===== src/rtl/wheel_pkg.sv =====
package wheel_pkg;
  typedef enum logic [1:0] {
    OP_NONE   = 2'd0,
    OP_LINK   = 2'd1,
    OP_UNLINK = 2'd2
  } link_op_e;
endpackage


===== src/rtl/wheel_free_stack.sv =====
module wheel_free_stack #(
  parameter int POOL = 16,
  localparam int HW = $clog2(POOL)
) (
  input  logic          clk,
  input  logic          rst,
  input  logic          pop,
  input  logic          push,
  input  logic [HW-1:0] push_rec,
  output logic [HW-1:0] top_rec,
  output logic          empty
);
  localparam logic [HW-1:0] ONE_H = 1;
  localparam logic [HW:0]   FULL  = POOL[HW:0];
  localparam logic [HW:0]   ONE_C = 1;

  logic [HW-1:0] slots [POOL];
  logic [HW:0]   count;
  logic [HW-1:0] top_idx;

  assign top_idx = count[HW-1:0] - ONE_H;
  assign top_rec = slots[top_idx];
  assign empty   = (count == '0);

  always_ff @(posedge clk) begin
    if (rst) begin
      count <= FULL;
      for (int i = 0; i < POOL; i++) slots[i] <= HW'(i);
    end else if (pop) begin
      count <= count - ONE_C;
    end else if (push) begin
      slots[count[HW-1:0]] <= push_rec;
      count <= count + ONE_C;
    end
  end
endmodule


===== src/rtl/wheel_link_store.sv =====
module wheel_link_store import wheel_pkg::*; #(
  parameter int N_BKT = 8,
  parameter int POOL  = 16,
  parameter int ID_W  = 8,
  localparam int BW = $clog2(N_BKT),
  localparam int HW = $clog2(POOL)
) (
  input  logic            clk,
  input  logic            rst,
  input  link_op_e        op,
  input  logic [HW-1:0]   op_rec,
  input  logic [BW-1:0]   op_bkt,
  input  logic [ID_W-1:0] op_id,
  input  logic [BW-1:0]   rd_bkt,
  output logic [HW:0]     rd_head,
  output logic [ID_W-1:0] rd_head_id,
  input  logic [HW-1:0]   q_rec,
  output logic            q_act
);
  // link word: MSB set = points at a record, low bits = record index
  logic [HW:0]     heads [N_BKT];
  logic [HW:0]     nxt   [POOL];
  logic [HW:0]     prv   [POOL];
  logic [BW-1:0]   home  [POOL];
  logic [ID_W-1:0] tag   [POOL];
  logic [POOL-1:0] act;

  logic [HW:0] u_prv, u_nxt, l_head;

  assign u_prv      = prv[op_rec];
  assign u_nxt      = nxt[op_rec];
  assign l_head     = heads[op_bkt];
  assign rd_head    = heads[rd_bkt];
  assign rd_head_id = tag[rd_head[HW-1:0]];
  assign q_act      = act[q_rec];

  always_ff @(posedge clk) begin
    if (rst) begin
      for (int b = 0; b < N_BKT; b++) heads[b] <= '0;
      act <= '0;
    end else begin
      case (op)
        OP_LINK: begin
          nxt[op_rec]  <= l_head;
          prv[op_rec]  <= '0;
          home[op_rec] <= op_bkt;
          tag[op_rec]  <= op_id;
          act[op_rec]  <= 1'b1;
          if (l_head[HW]) prv[l_head[HW-1:0]] <= {1'b1, op_rec};
          heads[op_bkt] <= {1'b1, op_rec};
        end
        OP_UNLINK: begin
          if (u_prv[HW]) nxt[u_prv[HW-1:0]] <= u_nxt;
          else           heads[home[op_rec]] <= u_nxt;
          if (u_nxt[HW]) prv[u_nxt[HW-1:0]] <= u_prv;
          act[op_rec] <= 1'b0;
        end
        default: ;
      endcase
    end
  end
endmodule


===== src/rtl/wheel_timer.sv =====
module wheel_timer import wheel_pkg::*; #(
  parameter int N_BKT = 8,
  parameter int POOL  = 16,
  parameter int ID_W  = 8
) (
  input  logic                      clk,
  input  logic                      rst,
  input  logic                      start_valid,
  input  logic [$clog2(N_BKT):0]    start_interval,
  input  logic [ID_W-1:0]           start_id,
  output logic                      start_rsp_valid,
  output logic [$clog2(POOL)-1:0]   start_handle,
  output logic                      start_err,
  input  logic                      stop_valid,
  input  logic [$clog2(POOL)-1:0]   stop_handle,
  output logic                      stop_rsp_valid,
  output logic                      stop_err,
  input  logic                      tick,
  output logic                      tick_ready,
  output logic                      exp_valid,
  output logic [ID_W-1:0]           exp_id,
  input  logic                      exp_ready
);
  localparam int BW = $clog2(N_BKT);
  localparam int HW = $clog2(POOL);
  localparam logic [BW:0]   N_W   = N_BKT[BW:0];
  localparam logic [BW-1:0] LAST  = BW'(N_BKT - 1);
  localparam logic [BW-1:0] ONE_B = 1;

  logic [BW-1:0]   cur_ptr;
  logic [HW:0]     head_cur;
  logic [ID_W-1:0] head_id;
  logic [HW-1:0]   free_top;
  logic            pool_empty;
  logic            handle_live;
  logic            stop_ok, start_ok, pop_go, tick_go;
  logic [BW:0]     slot_sum;
  logic [BW-1:0]   link_bkt;
  link_op_e        op;
  logic [HW-1:0]   op_rec;
  logic [HW-1:0]   push_rec;

  assign stop_ok  = stop_valid && handle_live;
  assign start_ok = start_valid && !stop_valid && (start_interval != '0) &&
                    (start_interval < N_W) && !pool_empty;
  assign tick_ready = !head_cur[HW];
  assign tick_go    = tick && tick_ready;
  assign pop_go     = head_cur[HW] && !start_valid && !stop_valid &&
                      (!exp_valid || exp_ready);

  assign slot_sum = {1'b0, cur_ptr} + start_interval;
  assign link_bkt = (slot_sum >= N_W) ? BW'(slot_sum - N_W) : BW'(slot_sum);
  assign push_rec = stop_ok ? stop_handle : head_cur[HW-1:0];

  always_comb begin
    op     = OP_NONE;
    op_rec = stop_handle;
    if (stop_ok) begin
      op     = OP_UNLINK;
      op_rec = stop_handle;
    end else if (start_ok) begin
      op     = OP_LINK;
      op_rec = free_top;
    end else if (pop_go) begin
      op     = OP_UNLINK;
      op_rec = head_cur[HW-1:0];
    end
  end

  wheel_free_stack #(.POOL(POOL)) u_free (
    .clk      (clk),
    .rst      (rst),
    .pop      (start_ok),
    .push     (stop_ok || pop_go),
    .push_rec (push_rec),
    .top_rec  (free_top),
    .empty    (pool_empty)
  );

  wheel_link_store #(.N_BKT(N_BKT), .POOL(POOL), .ID_W(ID_W)) u_store (
    .clk        (clk),
    .rst        (rst),
    .op         (op),
    .op_rec     (op_rec),
    .op_bkt     (link_bkt),
    .op_id      (start_id),
    .rd_bkt     (cur_ptr),
    .rd_head    (head_cur),
    .rd_head_id (head_id),
    .q_rec      (stop_handle),
    .q_act      (handle_live)
  );

  always_ff @(posedge clk) begin
    if (rst) begin
      cur_ptr         <= '0;
      start_rsp_valid <= 1'b0;
      start_err       <= 1'b0;
      start_handle    <= '0;
      stop_rsp_valid  <= 1'b0;
      stop_err        <= 1'b0;
      exp_valid       <= 1'b0;
      exp_id          <= '0;
    end else begin
      if (tick_go) cur_ptr <= (cur_ptr == LAST) ? '0 : cur_ptr + ONE_B;
      start_rsp_valid <= start_valid;
      start_err       <= start_valid && !start_ok;
      start_handle    <= free_top;
      stop_rsp_valid  <= stop_valid;
      stop_err        <= stop_valid && !stop_ok;
      if (pop_go) begin
        exp_valid <= 1'b1;
        exp_id    <= head_id;
      end else if (exp_ready) begin
        exp_valid <= 1'b0;
      end
    end
  end
endmodule


===== config.mk =====
export PLATFORM = sky130hd
export DESIGN_NAME = wheel_timer
export DESIGN_NICKNAME = d
export VERILOG_FILES = /design/src/rtl/wheel_pkg.sv /design/src/rtl/wheel_free_stack.sv /design/src/rtl/wheel_link_store.sv /design/src/rtl/wheel_timer.sv
export SDC_FILE = /design/constraint.sdc
export NUM_CORES = 1
export LEC_CHECK = 0
export ABC_AREA = 1
export BUFFER_PORTS_ARGS = -buffer_cell sky130_fd_sc_hd__buf_2
export CAP_MARGIN = 20
export CORE_MARGIN = 1.5
export CORE_UTILIZATION = 55
export DETAILED_ROUTE_END_ITERATION = 16
export GPL_ROUTABILITY_DRIVEN = 0
export PLACE_DENSITY = 0.73
export SLEW_MARGIN = 20
export SYNTH_ARGS = -nofsm -noshare
export SYNTH_HDL_FRONTEND = slang
export SYNTH_SLANG_ARGS = --single-unit

===== constraint.sdc =====
create_clock -name clk -period 11.9 [get_ports clk]
set_clock_uncertainty 0.05 [all_clocks]
set_input_delay 2.38 -clock clk [delete_from_list [all_inputs] [get_ports clk]]
set_output_delay 2.38 -clock clk [all_outputs]
set_load 0.02 [all_outputs]

# == Word level (Yosys, flattened, before mapping) ==
# Memories as Yosys holds them, arrays and structs flattened. A register that Yosys moved wholly into a read port is not among the register bits.
# Cells that the tools add are included.
# classes
n_mux,60
bitwise_logic,3
n_eq_ne,3
reduce_logical,31
order_cmp,5
n_addsub,6
# op_table
operator,count
1-bit 2-to-1 mux,34
4-bit 2-to-1 mux,8
16-bit one-hot mux with 2 select lines,1
5-bit 2-to-1 mux,6
5-bit OR reduction,4
3-bit 2-to-1 mux,6
16-bit bitwise AND,1
16-bit NOT,1
16-bit OR,1
1-bit logical AND,12
4-bit by 5-bit < comparator with 1-bit output (second input constant),2
1-bit logical NOT,7
2-bit 2-to-1 mux,3
2-bit nonzero test,3
5-bit by 1-bit adder with 5-bit output (second input constant),1
5-bit logical NOT,1
5-bit by 1-bit subtractor with 5-bit output (second input constant),1
3-bit by 4-bit adder with 4-bit output,1
1-bit binary-select mux with 4-bit select,1
1-bit demux with 4-bit select,1
4-bit by 1-bit >= comparator with 1-bit output (second input constant),1
4-bit >= comparator (second input constant),1
4-bit < comparator (second input constant),1
4-bit nonzero test,1
other kinds (8),9
# word_totals
n_memories,6
output_inout_bits,18
word_cells,123
mem_bits_rw,440
regBits,33
# memory_table
name,words,width,rd,rd_ports_with_merged_regs,write_ports,line_no,source
u_store.tag,16,8,1,1,1,wheel_link_store.sv:25,logic [ID_W-1:0] tag [POOL];
u_store.nxt,16,5,1,0,1,wheel_link_store.sv:22,logic [HW:0] nxt [POOL];
u_store.prv,16,5,1,0,2,wheel_link_store.sv:23,logic [HW:0] prv [POOL];
u_free.slots,16,4,1,0,16,wheel_free_stack.sv:17,logic [HW-1:0] slots [POOL];
u_store.home,16,3,1,0,1,wheel_link_store.sv:24,logic [BW-1:0] home [POOL];
u_store.heads,8,5,2,1,8,wheel_link_store.sv:21,logic [HW:0] heads [N_BKT];

# == Logic depth before layout (Yosys ltp) ==
# depth
depth_word,14
depth_mapped,31
depth_no_buf,25

# == Hierarchy ==
# Synthesis repeated with hierarchy kept, for this count alone.
# hier_totals
cells_unflattened,2392
area_unflattened_um2,23105.9
# by_module_without_submodules
mod,cells_per_inst,area_per_inst_um2,n_inst
wheel_link_store,1814,18440.2,1
wheel_free_stack,444,3702.3,1
wheel_timer,134,963.4,1

# == Least setup slack after synthesis ==
# Ideal clock, no wire load.
# synth_timing
path_type,input-to-reg
start,in start_interval[2]
end,"mem u_store.nxt[0][0] (netlist name), data pin"
slack_ns,6.385
arrival_ns,5.135
path_buffers,4
setup_time_ns,0.330
path_stages,17
cell_sequence,o311ai_4 > inv_2 > nand2_2 > nand2_4 > buf_6 > buf_6 > buf_6 > nand2_1 > o21ai_1 > nand2_1 > o211ai_2 > nand2_2 > nand2_4 > nor2_8 > nand2_4 > buf_6 > o21ai_0
# synth_between
elab_chain_len,13
# synth_rtl
element,line_no,source
start: declaration,wheel_timer.sv:9,"input logic [$clog2(N_BKT):0] start_interval,"
branches (longest 12 deep; another with memory 16 x 5 bit),n/a,
5-bit 2-to-1 mux (no source line) *,n/a,
end: declaration,wheel_link_store.sv:22,
# Every way passes the cells marked *.

# == Final worst setup path ==
# layout_timing
start,reg u_free.count[0]
end,mem u_store.nxt[8][1] (netlist name) (enable)
# layout_between
elab_chain_len,12
# layout_rtl
element,line_no,source
start: declaration,wheel_free_stack.sv:18,logic [HW:0] count;
start signal: assignment,wheel_free_stack.sv:30,count <= count - ONE_C;
start signal: assignment,wheel_free_stack.sv:33,count <= count + ONE_C;
branches (longest 12 deep; another with memory 16 x 5 bit),n/a,
# Parallel ways; which one is timed is not known.

==> Flow_metrics.wiki <==
{| class="wikitable"
! Metric !! Value
|-
| Maximum number of pins on one net before global-route repair || 75
|-
| Insertion delay to the later sink of the worst-skew pair || 0.62 ns
|-
| Row count || 74
|-
| Leading cell type in the layout, fill and taps excluded || sky130_fd_sc_hd__nand2_1
|-
| TritonCTS Buffers || 49
|-
| Total routed wirelength || 57,900 um
|-
| Final Net Count || 2,448
|-
| Fmax || 145 MHz
|-
| P_leak || around 9.6 nW
|-
| I/O Buffers || 39
|-
| Type of origin of the critical path || flip-flop
|-
| Post-Syn Nets || 2,446
|-
| Primary flip-flop cell chosen by synthesis mapping || sky130_fd_sc_hd__edfxtp_1
|-
| DRC Markers || 0
|-
| Area share of fa/ha/maj cells after synthesis || less than 1%
|-
| Effective utilization at floorplan || 56.2%
|-
| Number of flops mapped to enable cells by yosys || 424
|-
| Initial antenna violation count || 0
|-
| Die footprint || 0.0433 mm^2
|-
| Slew of the pin with the lowest slew margin || 1.10 ns
|-
| Clock sink count || a little under 500
|-
| Overall global routing resource usage || 26.5%
|-
| Max Fanout on Critical Path || 38
|-
| DIE WIDTH || 208 um
|-
| Clock slew at reported path FFs || 0.06 ns
|-
| First-pass iteration count of the detailed router || 7
|-
| Post-synthesis share of cell area spent on and, or, nand and nor gates || 22.0%
|-
| Period utilisation layout || 57.9%
|-
| Commonest cells after routing, fill and taps aside || sky130_fd_sc_hd__nand2_1 (571), sky130_fd_sc_hd__edfxtp_1 (424), sky130_fd_sc_hd__nor2_1 (325)
|-
| Last element of the critical path || u_store.nxt[8][1]
|-
| Number of endpoints with negative hold slack in the final report || 0
|-
| Clock tree from TritonCTS || yes
|-
| Chip Height || about 210 um
|-
| Proportion of layout cells with a drive suffix above 1 || 11.0%
|-
| Post-Syn Area per Cell || 9.59 um^2
|-
| Start point of the critical path || u_free.count[0]
|-
| Endpoint arrival time on the critical path || just over 7 ns
|-
| Detailed-placement wirelength estimate || 37,900 um
|-
| First-pass GRT wire length || 89,500 um
|-
| Post-synthesis share of cell area spent on xor and xnor gates || 0.254%
|-
| Post-synthesis compound-gate area fraction || 10.9%
|-
| Post-cts gate resize count || 0
|-
| Max-slew headroom || 26.1%
|-
| CTS hold repair buffers || 0
|-
| Dominant combinational cell family by area after synthesis || simple AND/OR/NAND/NOR gates
|-
| Buffer depth of the longest clock path || 3
|-
| Synthesis-stage register bit count || 484
|-
| Mux cell area share after synthesis || 0%
|-
| Number of routed nets with antenna violations || 0
|-
| Post-synthesis async set-or-reset flop share || 0%
|-
| Overflow after GRT || 0
|-
| Critical Setup Path Class || reg2reg
|-
| Placeable Area || between 0.04 and 0.05 mm^2
|-
| Total vias in the final route || between 15,000 and 20,000
|-
| Unique masters post-synth || 56
|-
| Total power || 4.94 mW
|-
| Max cap viols || 0
|-
| Reg-to-Reg Start || u_free.count[0]
|-
| Sequential element share of the synthesized area || 60.3%
|-
| DRT iter0 DRCs || ~1,800
|-
| Cell area after technology mapping || 0.0231 mm^2
|-
| Final critical-path required period || 6.89 ns
|-
| CP Capture Type || flip-flop
|-
| Number of top-level pins || 40
|-
| Diode count || 0
|-
| Setup repair after global routing missed its margin || false
|-
| Area growth from synthesis to layout || 9.20%
|-
| Depth of the most critical reg-to-reg path || 19
|-
| Synthesized instance count || 2,411
|-
| Final count of negative-setup-slack endpoints || 0
|-
| Post-Route Setup TNS || 0 ns
|-
| R2r setup slk || 5.01 ns
|-
| Total number of H-tree levels || 2
|-
| Pwr dens || around 200 mW/mm^2
|-
| Run status || finished clean
|-
| Type of the worst min-delay path || reg2reg
|-
| Synth warn || 0
|-
| Endpoint of the lowest-slack register-to-register path || u_store.nxt[8][1]
|-
| Cell at the root of the clock tree || sky130_fd_sc_hd__clkbuf_16
|-
| Worst voltage drop across the vdd grid || 0.127 mV
|-
| Mean number of vias per cell || roughly 5.8
|-
| Required arrival time at the worst endpoint || roughly 12 ns
|-
| Setup fix buffers added after clock tree synthesis || 0
|-
| Per-cell routed wire length || 19.4 um
|-
| Number of pins exceeding their max-slew limit in the final report || 0
|-
| Via count of the first global-routing pass || 16,378
|}
[power breakdown]
part	internal [mW]	leakage [nW]	switching (mW)
Clock	0.877	0.794	0.660
Sequential	1.99	4.44	0.0428
Combinational	0.340	4.35	1.03
Total	3.21	9.58	1.74
[kinds of logic (layout without fill, tap and decap cells)]
kind of cell / after synthesis / after routing
AO/OA/AOI/OAI: 427 / 427
XOR/XNOR: 5 / 5
adder cells (fa/ha/maj): 13 / 13
buffers and inverters: 315 / 358
flip-flops: 484 / 484
AND/OR/NAND/NOR: 1167 / 1167
[metrics by stage]
step                std cells  util (%)  cell area, um^2  worst slack (ns)  hold slack, ns
finish                   2986      61.4            25200              5.01           0.412
global route             2986      61.4            25200              4.49           0.436
CTS                      2986      61.4            25200              4.85           0.419
detailed placement       2894      57.4            23600              4.39           0.406
global placement         2894      57.4            23600              4.41           0.395
floorplan                2411         -            23100              6.38           0.379
[state kept, by name, summed over array words and instances (netlist names), named ones only]
name and flops:
exp_valid 1, cur_ptr 3, u_store.home 48, u_free.count 5, start_err 1, start_handle 4, u_store.tag 128, u_free.slots 64
exp_id 8, u_store.heads 40, u_store.nxt 80, stop_err 1, u_store.prv 80, stop_rsp_valid 1, start_rsp_valid 1
[synth_stat cells, types with 34 or more instances]
cell,number,area share (%)
sky130_fd_sc_hd__o21ai_1,91,2.0
sky130_fd_sc_hd__buf_2,37,0.80
sky130_fd_sc_hd__clkbuf_1,52,0.84
sky130_fd_sc_hd__o21ai_0,165,3.6
sky130_fd_sc_hd__dfxtp_1,60,5.2
sky130_fd_sc_hd__nand3_1,120,2.6
sky130_fd_sc_hd__edfxtp_1,424,55
sky130_fd_sc_hd__nand2_1,572,9.3
sky130_fd_sc_hd__nor2_1,326,5.3
sky130_fd_sc_hd__nand2_2,37,1.0
sky130_fd_sc_hd__inv_1,176,2.9
sky130_fd_sc_hd__a21oi_1,61,1.3
sky130_fd_sc_hd__o221ai_1,34,1.3
[cell type report]
cell class	instances	area, um^2
Fill cell	3316	15900
Sequential cell	484	13900
Multi-Input combinational cell	1612	7870
Clock buffer	73	1420
Inverter	201	761
Tap cell	532	666
Timing Repair Buffer	65	390
Clock inverter	19	209
[metal layers]
| layer | GRT usage (%) | share of wire (%) | vias to the layer above |
|---|---|---|---|
| met1 | 35.8 | 41 | 8218 |
| met5 | 0 | 0 | - |
| met3 | 4.24 | 8.7 | 137 |
| li1 | - | - | 8207 |
| met4 | 9.97 | 2.9 | 0 |
| met2 | 43.3 | 47 | 780 |
[worst min path at each step]
stage / end / cells after the start / startpoint
global placement: u_store.prv[14][4] / 2 / u_store.prv[14][4]
CTS: flip-flop / 2 / flip-flop
detailed placement: flip-flop / 2 / flip-flop
floorplan: u_store.prv[12][4] / 2 / u_store.prv[12][4]
finish: u_store.prv[12][4] / 2 / u_store.prv[12][4]
global route: flip-flop / 2 / flip-flop
[worst max-delay path, stage by stage, from the launching register on]
cell and delay, ns:
sky130_fd_sc_hd__dfxtp_1 0.31, sky130_fd_sc_hd__buf_4 0.36, sky130_fd_sc_hd__inv_2 0.37, sky130_fd_sc_hd__ha_1 0.65
sky130_fd_sc_hd__inv_1 0.47, sky130_fd_sc_hd__nand2_1 0.11, sky130_fd_sc_hd__a21oi_1 0.20, sky130_fd_sc_hd__nor3_1 0.08
sky130_fd_sc_hd__o22ai_1 0.31, sky130_fd_sc_hd__nand2_1 0.14, sky130_fd_sc_hd__nand2_2 0.66, sky130_fd_sc_hd__nand2_1 0.87
sky130_fd_sc_hd__or2_2 0.57, sky130_fd_sc_hd__o211ai_1 0.12, sky130_fd_sc_hd__nand2_1 0.08, sky130_fd_sc_hd__nand2_1 0.12
sky130_fd_sc_hd__nor2_1 0.11, sky130_fd_sc_hd__o21ai_1 0.29, sky130_fd_sc_hd__nand3_1 0.21, sky130_fd_sc_hd__nor2_1 0.42
Note: power is estimated with default switching activity, not from simulation.
